--- src/rtl/hbb_pkg.sv ---
package hbb_pkg;
  typedef enum logic [2:0] {
    ST_IDLE, ST_PRE, ST_OPEN, ST_PAY, ST_FCS, ST_CLOSE, ST_DONE, ST_ERR
  } hbb_state_t;

  localparam logic [7:0] FLAG_PAT  = 8'h7E;
  localparam int         PRE_BITS  = 24;
  localparam int         RUN_LIMIT = 5;
endpackage

--- src/rtl/hbb_crc16.sv ---
module hbb_crc16 #(
  parameter logic [15:0] POLY = 16'h8408,
  parameter logic [15:0] SEED = 16'hFFFF
) (
  input  logic        clk,
  input  logic        rst_n,
  input  logic        init,
  input  logic        upd,
  input  logic        din,
  output logic [15:0] crc
);
  logic [15:0] crc_d;

  always_comb begin
    crc_d = crc;
    if (init) begin
      crc_d = SEED;
    end else if (upd) begin
      crc_d = {1'b0, crc[15:1]} ^ ((crc[0] ^ din) ? POLY : 16'h0000);
    end
  end

  always_ff @(posedge clk or negedge rst_n) begin
    if (!rst_n) crc <= SEED;
    else        crc <= crc_d;
  end
endmodule

--- src/rtl/hbb_bitmem.sv ---
module hbb_bitmem #(
  parameter int DEPTH = 1280,
  parameter int IW    = $clog2(DEPTH)
) (
  input  logic          clk,
  input  logic          we,
  input  logic [IW-1:0] waddr,
  input  logic          wbit,
  input  logic [IW-1:0] raddr,
  output logic          rbit
);
  logic [DEPTH-1:0] mem;

  always_ff @(posedge clk) begin
    if (we) mem[waddr] <= wbit;
  end

  assign rbit = mem[raddr];
endmodule

--- src/rtl/hbb_query.sv ---
module hbb_query #(
  parameter int AW = 11
) (
  input  logic          clk,
  input  logic          rst_n,
  input  logic          query,
  input  logic          start,
  input  logic          ended,
  input  logic [AW-1:0] count,
  output logic          query_done,
  output logic [AW-1:0] query_count
);
  logic pend_q, pend_d, fire;

  always_comb begin
    fire   = (pend_q || query) && ended && !start;
    pend_d = (pend_q || query) && !fire;
  end

  always_ff @(posedge clk or negedge rst_n) begin
    if (!rst_n) begin
      pend_q      <= 1'b0;
      query_done  <= 1'b0;
      query_count <= '0;
    end else begin
      pend_q     <= pend_d;
      query_done <= fire;
      if (fire) query_count <= count;
    end
  end

  // an answer is only given once the build has ended
  assert_answer_after_end_R8: assert property (@(posedge clk) disable iff (!rst_n)
    query_done |-> $past(ended));
  // the answer is a single-cycle pulse
  assert_answer_pulse_R8: assert property (@(posedge clk) disable iff (!rst_n)
    query_done |=> !query_done || $past(query) || $past(pend_q));
endmodule

--- src/rtl/hbb_frame_builder.sv ---
module hbb_frame_builder
  import hbb_pkg::*;
#(
  parameter int SLOT_BITS = 256,
  parameter int SLOTS     = 5,
  parameter int LEN_W     = 8,
  localparam int CAP = SLOT_BITS * SLOTS,
  localparam int IW  = $clog2(CAP),
  localparam int AW  = $clog2(CAP + 1)
) (
  input  logic             clk,
  input  logic             rst_n,
  input  logic             start,
  input  logic [LEN_W-1:0] msg_len,
  input  logic             fifo_valid,
  input  logic [7:0]       fifo_data,
  output logic             fifo_pop,
  input  logic [IW-1:0]    rd_addr,
  output logic             rd_bit,
  input  logic             query,
  output logic             query_done,
  output logic [AW-1:0]    query_count,
  output logic [AW-1:0]    bit_count,
  output logic             done,
  output logic             too_long
);
  hbb_state_t       state_q, state_d;
  logic [4:0]       idx_q, idx_d;
  logic [LEN_W-1:0] len_q, len_d, nbytes_q, nbytes_d;
  logic [7:0]       byte_q;
  logic             have_q, have_d, stuff_q, stuff_d, load;
  logic [2:0]       ones_q, ones_d;
  logic [AW-1:0]    count_q, count_d;
  logic             emit, ebit, is_data, crc_init, full, we;
  logic [15:0]      crc;

  assign full = (count_q == AW'(CAP));
  assign we   = emit && !full;

  always_comb begin
    state_d  = state_q;
    idx_d    = idx_q;
    len_d    = len_q;
    nbytes_d = nbytes_q;
    have_d   = have_q;
    stuff_d  = stuff_q;
    ones_d   = ones_q;
    emit     = 1'b0;
    ebit     = 1'b0;
    is_data  = 1'b0;
    crc_init = 1'b0;
    load     = 1'b0;
    fifo_pop = 1'b0;
    unique case (state_q)
      ST_IDLE, ST_DONE, ST_ERR: begin
        if (start) begin
          state_d  = ST_PRE;
          idx_d    = '0;
          len_d    = msg_len;
          nbytes_d = '0;
          have_d   = 1'b0;
          stuff_d  = 1'b0;
          ones_d   = '0;
          crc_init = 1'b1;
        end
      end
      ST_PRE: begin
        emit = 1'b1;
        ebit = idx_q[0];
        if (idx_q == 5'(PRE_BITS - 1)) begin
          idx_d   = '0;
          state_d = ST_OPEN;
        end else begin
          idx_d = idx_q + 5'd1;
        end
      end
      ST_OPEN: begin
        emit = 1'b1;
        ebit = FLAG_PAT[idx_q[2:0]];
        if (idx_q == 5'd7) begin
          idx_d   = '0;
          state_d = (len_q == '0) ? ST_FCS : ST_PAY;
        end else begin
          idx_d = idx_q + 5'd1;
        end
      end
      ST_PAY: begin
        if (stuff_q) begin
          emit    = 1'b1;
          stuff_d = 1'b0;
          ones_d  = '0;
        end else if (!have_q) begin
          fifo_pop = fifo_valid;
          load     = fifo_valid;
          have_d   = fifo_valid;
        end else begin
          emit    = 1'b1;
          is_data = 1'b1;
          ebit    = byte_q[idx_q[2:0]];
          if (idx_q == 5'd7) begin
            idx_d    = '0;
            have_d   = 1'b0;
            nbytes_d = nbytes_q + 1'b1;
            if (nbytes_d == len_q) state_d = ST_FCS;
          end else begin
            idx_d = idx_q + 5'd1;
          end
        end
      end
      ST_FCS: begin
        emit = 1'b1;
        if (stuff_q) begin
          stuff_d = 1'b0;
          ones_d  = '0;
        end else begin
          is_data = 1'b1;
          ebit    = ~crc[idx_q[3:0]];
          if (idx_q == 5'd15) begin
            idx_d   = '0;
            state_d = ST_CLOSE;
          end else begin
            idx_d = idx_q + 5'd1;
          end
        end
      end
      ST_CLOSE: begin
        emit = 1'b1;
        if (stuff_q) begin
          stuff_d = 1'b0;
          ones_d  = '0;
        end else begin
          ebit = FLAG_PAT[idx_q[2:0]];
          if (idx_q == 5'd7) state_d = ST_DONE;
          else               idx_d   = idx_q + 5'd1;
        end
      end
      default: state_d = ST_IDLE;
    endcase
    if (emit && is_data) begin
      ones_d = ebit ? ones_q + 3'd1 : 3'd0;
      if (ebit && ones_q == 3'(RUN_LIMIT - 1)) stuff_d = 1'b1;
    end
    if (emit && full) state_d = ST_ERR;
    count_d = crc_init ? '0 : (we ? count_q + 1'b1 : count_q);
  end

  always_ff @(posedge clk or negedge rst_n) begin
    if (!rst_n) begin
      state_q  <= ST_IDLE;
      idx_q    <= '0;
      len_q    <= '0;
      nbytes_q <= '0;
      have_q   <= 1'b0;
      stuff_q  <= 1'b0;
      ones_q   <= '0;
      count_q  <= '0;
      byte_q   <= '0;
    end else begin
      state_q  <= state_d;
      idx_q    <= idx_d;
      len_q    <= len_d;
      nbytes_q <= nbytes_d;
      have_q   <= have_d;
      stuff_q  <= stuff_d;
      ones_q   <= ones_d;
      count_q  <= count_d;
      if (load) byte_q <= fifo_data;
    end
  end

  hbb_crc16 u_crc (
    .clk(clk), .rst_n(rst_n), .init(crc_init),
    .upd(we && is_data && state_q == ST_PAY), .din(ebit), .crc(crc)
  );

  hbb_bitmem #(.DEPTH(CAP), .IW(IW)) u_mem (
    .clk(clk), .we(we), .waddr(count_q[IW-1:0]), .wbit(ebit),
    .raddr(rd_addr), .rbit(rd_bit)
  );

  assign done      = (state_q == ST_DONE);
  assign too_long  = (state_q == ST_ERR);
  assign bit_count = count_q;

  hbb_query #(.AW(AW)) u_query (
    .clk(clk), .rst_n(rst_n), .query(query), .start(start),
    .ended(done || too_long), .count(count_q),
    .query_done(query_done), .query_count(query_count)
  );

  // Independent run-of-ones tracker over written stuffable bits
  logic [2:0] run_q;
  always_ff @(posedge clk or negedge rst_n) begin
    if (!rst_n) begin
      run_q <= '0;
    end else if (crc_init) begin
      run_q <= '0;
    end else if (we) begin
      if (state_q == ST_PAY || state_q == ST_FCS)
        run_q <= ebit ? ((run_q == 3'd5) ? 3'd5 : run_q + 3'd1) : 3'd0;
      else if (state_q == ST_CLOSE)
        run_q <= '0;
    end
  end

  // never six ones in a row inside the stuffed fields
  assert_stuff_zero_R3: assert property (@(posedge clk) disable iff (!rst_n)
    (we && run_q == 3'd5) |-> !ebit);
  // done and too_long are exclusive
  assert_end_exclusive_R6: assert property (@(posedge clk) disable iff (!rst_n)
    !(done && too_long));
  // a finished frame holds until the next start
  assert_done_hold_R6: assert property (@(posedge clk) disable iff (!rst_n)
    (done && !start) |=> (done && $stable(bit_count)));
  // overflow is sticky and pins the count at capacity
  assert_err_sticky_R7: assert property (@(posedge clk) disable iff (!rst_n)
    (too_long && !start) |=> too_long);
  assert_err_count_R7: assert property (@(posedge clk) disable iff (!rst_n)
    too_long |-> (bit_count == AW'(CAP)));
  // bytes are only taken while a payload byte is wanted and offered
  assert_pop_valid_R10: assert property (@(posedge clk) disable iff (!rst_n)
    fifo_pop |-> (fifo_valid && state_q == ST_PAY));
endmodule

--- config.mk ---
export PLATFORM = sky130hd
export DESIGN_NAME = hbb_frame_builder
export DESIGN_NICKNAME = d
export VERILOG_FILES = /design/src/rtl/hbb_pkg.sv /design/src/rtl/hbb_crc16.sv /design/src/rtl/hbb_bitmem.sv /design/src/rtl/hbb_query.sv /design/src/rtl/hbb_frame_builder.sv
export SDC_FILE = /design/constraint.sdc
export NUM_CORES = 2
export LEC_CHECK = 0
export BUFFER_PORTS_ARGS = -buffer_cell sky130_fd_sc_hd__buf_4
export CAP_MARGIN = 0
export CELL_PAD_IN_SITES_DETAIL_PLACEMENT = 0
export CELL_PAD_IN_SITES_GLOBAL_PLACEMENT = 1
export CORE_ASPECT_RATIO = 1.25
export CORE_UTILIZATION = 25
export DETAILED_ROUTE_END_ITERATION = 8
export GPL_ROUTABILITY_DRIVEN = 1
export PLACE_DENSITY_LB_ADDON = 0.1
export SYNTH_ARGS = -nofsm -noshare
export SYNTH_HDL_FRONTEND = slang
export SYNTH_SLANG_ARGS = --single-unit
--- constraint.sdc ---
create_clock -name clk -period 40.5 [get_ports clk]
set_clock_uncertainty 0.1 [all_clocks]
set_input_delay 4.05 -clock clk [delete_from_list [all_inputs] [get_ports clk]]
set_output_delay 4.05 -clock clk [all_outputs]
set_load 0.005 [all_outputs]
-- Word level (Yosys, flattened, before mapping)
Memory sizes are Yosys's and may differ from the RTL's.
Index checks and enable logic that the tools add are counted.
- memories: 1
- output and inout bits: 27
- ROM bits: 8
- bits of input ports: 32
- register bits after elaboration: 1357
- $lt $le $gt $ge: 5
- reductions and logical operators: 30
- bitwise operators: 3
- muxes and demuxes: 74
- add/subtract/negate cells: 4
- equality and inequality tests: 33
- memories (name ; words ; width ; rd ports ; clocked after Yosys merged registers in ; write ports ; RTL line ; text):
    (name not given) ; 8 ; 1 ; 1 ; 0 ; 0 ; hbb_frame_builder.sv:132 ; ebit = FLAG_PAT[idx_q[2:0]];
- operators by type and width (cell ; number):
    $bwmux 1280 ; 1
    $mux 3 ; 17
    $mux 16 ; 3
    $mux 5 ; 9
    $ne 3x3->1 const B ; 12
    $mux 8 ; 4
    $pmux 5 s6 ; 1
    $mux 1 ; 25
    $lt 11x12->1 const B ; 2
    $mux 11 ; 2
    $pmux 3 s6 ; 1
    $pmux 8 s2 ; 1
    $xor 15x16->16 ; 1
    $eq 3x3->1 const B ; 5
    $ne 2x2->1 const B ; 7
    $add 11x1->11 const B ; 1
    $bmux 1 s11 ; 1
    $demux 1 s11 ; 1
    $eq 11x11->1 const B ; 1
    $ge 11x1->1 const B ; 1
    $reduce_and 11->1 ; 1
    $logic_and 1x1->1 ; 10
    $add 8x1->8 const B ; 1
    $eq 8x8->1 ; 1
    29 further kinds ; 40

-- Depth between registers and ports, before layout
- word-level depth: 10
- mapped depth: 14
- depth with buffers taken out: 11

-- Modules after synthesis
From an unflattened synthesis, not the netlist that was laid out.
- cells, all modules: 4356
- area, all modules: 60426.7 um^2
- modules (own cells, without submodules) (module ; area each (um^2) ; sequential area each (um^2) ; times used ; cells an instance):
    hbb_bitmem ; 55906.1 ; 38436.9 ; 1 ; 3932
    hbb_frame_builder ; 3243.1 ; 1201.2 ; 1 ; 339
    hbb_crc16 ; 740.7 ; 420.4 ; 1 ; 56
    hbb_query ; 536.8 ; 325.3 ; 1 ; 29

-- Worst setup path before layout
Ideal clock, no wire load.
- path type: reg-to-reg
- start: register idx_q[0]
- end: register u_mem.mem[0], data pin
- setup slack: 21.929 ns
- stages on the path, launching flop included: 7
- path buffers: 1
- period minus slack after synthesis: 18.571 ns
- library setup time: 3.057 ns
- arrival time: 15.415 ns
- cells stage by stage: dfrtp_1 -> buf_4 -> mux4_2 -> mux4_2 -> nor3_2 -> a2111oi_2 -> inv_1
- word-level cells in the longest chain between the ends: 6
- ends and longest elaborated chain (element ; RTL line ; text):
    start, declared ; hbb_frame_builder.sv:28 ; logic [4:0] idx_q, idx_d;
    start signal, assigned ; hbb_frame_builder.sv:160 ; idx_q <= idx_d;
    $bmux 1 s4 or $bmux 1 s3 (tied branches) ; hbb_frame_builder.sv:117, hbb_frame_builder.sv:99 ;
    $mux 1, on equally long branches ; hbb_frame_builder.sv:117, hbb_frame_builder.sv:99 ;
    $not 1->1 or $mux 1 (tied branches) ; hbb_frame_builder.sv:117, hbb_frame_builder.sv:92 ;
    $mux 1, on equally long branches ; hbb_frame_builder.sv:112, hbb_frame_builder.sv:88 ;
    $pmux 1 s5 (*) ; hbb_frame_builder.sv:54 ; unique case (state_q)
    via ebit ; hbb_frame_builder.sv:34 ; logic emit, ebit, is_data, crc_init, full, we;
    $bwmux 1280 (*) ; hbb_bitmem.sv:15 ; if (we) mem[waddr] <= wbit;
    end signal, assigned by index ; hbb_bitmem.sv:15 ;
    end, declared ; hbb_bitmem.sv:12 ; logic [DEPTH-1:0] mem;
Mark *: on every way through the listed nets, which the timed path passes. The rest lies on a longest branch. The select of a mux whose other input is x is not followed.
A chain may end at the register's enable or synchronous reset.

-- Worst setup path in the final report
- start: input port rd_addr[0]
- end: output port rd_bit
- word-level cells in the longest chain between the ends: 2
- ends and longest elaborated chain (element ; RTL line ; text):
    start, declared ; hbb_frame_builder.sv:18 ; input logic [IW-1:0] rd_addr,
    $bmux 1 s11 ; hbb_bitmem.sv:18 ; assign rbit = mem[raddr];
    $mux 1 (not written as such) ; hbb_bitmem.sv:18 ;
    end, declared ; hbb_frame_builder.sv:19 ; output logic rd_bit,
No other way between the ends. The select of a mux whose other input is x is not followed.

==> impl_metrics.yaml <==
cts:
  clockBufferDepth: 4
  hold_buffers: 0
  htreeDepth: 4
  cts_inserted_buffers: 162
  postCtsSetupRepairBufs: 0
  clk_pin_slew_worst_paths_ps: 60
  numClockSinks: 1357
  cts-resized-gates: 0
  clk_latency_ps: 810
  cts_tree: "built"
  cts-root-buf: "clkbuf_16"
drt:
  route.detailed.drc: 0
  drt.antenna.violating_nets: 0
  first_iter_violations: 2433
  viasPerCell: 4.82
  vias: 36040
  wl_per_cell_um: 29.0
  routed_wl_um: 217000
  first_pass_iters: 5
floorplan:
  num_rows: 200
  core_region_area_um2: 237000
  chipHeight_um: 548
  start_util_pct: 25.2
  dieArea_um2: 241000
  die_x_um: 439
  io_pins: 59
logic_synthesis:
  synth_edf_count: 1280
  syn_area_um2: 59700
  synthArstFlopShare_pct: 5.67
  synth.distinct_cells: 77
  yosys_warnings: 0
  postSynthAreaPerCell_um2: 13.9
  synth_seq_cells: 1357
  synth_cells: 4298
  syn_nets: 4341
  ys_seq_area_share_pct: 67.6
  ys.flop_type: "edfxtp_1"
global_route:
  antenna_found_initial: 8
  grt_usage_pct: 17.9
  grtUsageMet2_pct: 32.3
  met3_usage_pct: 1.82
  use_met1_pct: 22.9
  gr-total-overflow: 0
  grt_max_degree: 260
  busiest_layer: "met2"
  grt_pass1_vias: 37987
  grt_pass1_wl_um: 305000
placement:
  port-buffer-count: 58
  placed_area_um2: 63600
  place_inst: 7199
  pre_cts_slack_ps: 26750
  dp_hpwl_um: 117000
  routabilityCongestion: 0.723
sta:
  relSlewSlack_pct: 14.9
  fin_tns_setup_ps: 0
  worstMarginPinSlew_ps: 1240
  holdWs_ps: 370
  grt_setup_unrepaired: "false"
  fmax_mhz: 74.2
  finalSetupViolCount: 0
  post-route-min-period_ps: 13480
  hold_viol_final: 0
  min_period_over_period_pct: 33.3
  finalMaxSlewViolations: 0
  setup_slack_ps: 27020
layout:
  drive_above_1_share_pct: 17.6
  nets: 4275
  fin_area_um2: 68600
  areaGrowthSynthToFinish_pct: 14.9
  fin_util_pct: 28.9
  instances_no_fill: 7484
worst_setup_path:
  critPathKind: "in -> out"
  critPathMaxStageDelay_ps: 850
  critical_path_required_ps: 36350
  slowest_stage: "nor4_1"
  crit_buf_inv: 6
  r2r_cells: 9
  r2r_slack_ps: 34610
  rr_endpoint: "u_mem.mem[318]"
  cp_max_fo: 95
  start_kind: "primary input"
  arrival_ps: 9330
  crit_chain: "buf_8 -> buf_12 -> buf_4 -> buf_4 -> nor2b_1 -> a22oi_1 -> nand3_1 -> o21ai_0 -> a21oi_1 -> nor4_1 -> nand3_1 -> o2111ai_1 -> buf_4 -> buf_4"
  cpMostUsedCell: "buf_4"
  crit_family: "buffers and inverters"
  cp-end-kind: "primary output"
  regToRegStartpoint: "idx_q[0]"
pwr:
  p_leak_nw: 20.9
  power_mw: 4.30
  p_per_area_nw_per_um2: 62.6
  max-vdd-ir-drop_uv: 90.6
run:
  max_cap_viol_count: 0
outcome:
  status: "finished, final reports clean"
worst_hold_path:
  hp-start: "byte_q[5]"
  min_to: "byte_q[5]"
  min_delay_path_depth: 2
  min_path_type: "reg -> reg"
[worst register-to-register path, delay by kind of cell, from the launching register on]
family / cells / cell delay (ps)
AOI/OAI and AO/OA: 1 / 70
DFF: 1 / 770
muxes: 2 / 1140
and+or+nand+nor: 1 / 200
buffers and inverters: 5 / 3190
[final cells by class]
cell class,count,area [um^2]
diodes,4,10.0
clock buffers,212,4380
clock inverters,69,619
fillers,24018,169000
inverters,23,96.3
multi-input cells,2508,17700
flip-flops and latches,1357,40400
well taps,3131,3920
repair buffers,180,1470
[routing by layer]
metal / share of wire [%] / wire length, um
met1: 43 / 93900
met4: 1.9 / 4020
met3: 2.8 / 6070
met5: 0 / 0
met2: 52 / 113000
[synth_stat cells (5+ instances only)]
cell | n | area [um^2]
xor2_1 | 9 | 78.8
nand2_1 | 168 | 631
and2_1 | 8 | 50.1
clkbuf_1 | 289 | 1080
mux2i_1 | 149 | 1490
buf_4 | 12 | 90.1
o211ai_1 | 8 | 60.1
o21ai_0 | 46 | 230
nand2b_1 | 14 | 87.6
a211oi_1 | 10 | 75.1
nor3b_1 | 7 | 52.6
o22ai_1 | 24 | 150
a221oi_1 | 9 | 78.8
nor3_1 | 36 | 180
dfrtp_1 | 61 | 1530
o221ai_1 | 38 | 333
o21ai_1 | 13 | 65.1
a2111oi_0 | 6 | 52.6
mux2_2 | 28 | 315
nand3_1 | 53 | 265
nor2b_1 | 24 | 150
or3_1 | 5 | 31.3
edfxtp_1 | 1280 | 38400
mux4_2 | 279 | 6280
o31ai_1 | 11 | 82.6
buf_1 | 12 | 45.0
nand4_1 | 11 | 68.8
a311oi_1 | 6 | 52.6
a31oi_1 | 11 | 68.8
a21oi_1 | 52 | 260
o2111ai_1 | 6 | 52.6
buf_6 | 20 | 225
inv_1 | 21 | 78.8
and3_1 | 5 | 31.3
buf_8 | 5 | 75.1
nor2_1 | 1359 | 5100
dfstp_2 | 16 | 420
nor4_1 | 9 | 56.3
buf_2 | 71 | 355
ha_1 | 11 | 138
a22oi_1 | 26 | 195
xnor2_1 | 9 | 78.8
[power breakdown]
group | internal, mW | switching (mW) | total, mW
Clock | 0.828 | 0.602 | 1.43
Combinational | 0.158 | 0.728 | 0.886
Sequential | 1.95 | 0.0297 | 1.98
[placed cells by master (no fill, tap or decap), types with 14 or more instances in the layout]
master and count:
a21oi_1 52, a22oi_1 26, buf_4 170, clkbuf_1 41, clkbuf_16 166, clkinv_1 33
clkinv_2 21, dfrtp_1 61, dfstp_2 16, edfxtp_1 1280, inv_1 19, mux2_2 28
mux2i_1 149, mux4_2 279, nand2_1 155, nand3_1 37, nand3_4 16, nor2_1 1359
nor2b_1 22, nor3_1 32, o21ai_0 45, o21ai_1 14, o221ai_1 38, o22ai_1 24
[kinds of logic after synthesis]
family	synth area share (%)
buffers and inverters	3.32
multiplexers	13.5
adder cells (fa/ha/maj)	0.230
AO/OA/AOI/OAI	3.51
flip-flops	67.6
XOR/XNOR	0.291
AND/OR/NAND/NOR	11.5
[sequential cells by signal, summed over array words and instances, names as in the netlist, 3 cells and up]
signal and count:
bit_count 11, byte_q 8, idx_q 5, len_q 8, nbytes_q 8, ones_q 3
state_q 3, u_crc.crc 16, u_mem.mem 1280, u_query.query_count 11
[worst max-delay path by stage]
stage | start | endpoint | depth (start not counted)
6_report | rd_addr[0] | rd_bit | 14
5_1_grt | rd_addr[0] | rd_bit | 14
4_1_cts | rd_addr[0] | rd_bit | 13
3_5_place_dp | rd_addr[0] | rd_bit | 13
3_3_place_gp | rd_addr[0] | rd_bit | 12
2_1_floorplan | idx_q[0] | u_mem.mem[0] | 6
(Power assumes the default switching activity.)
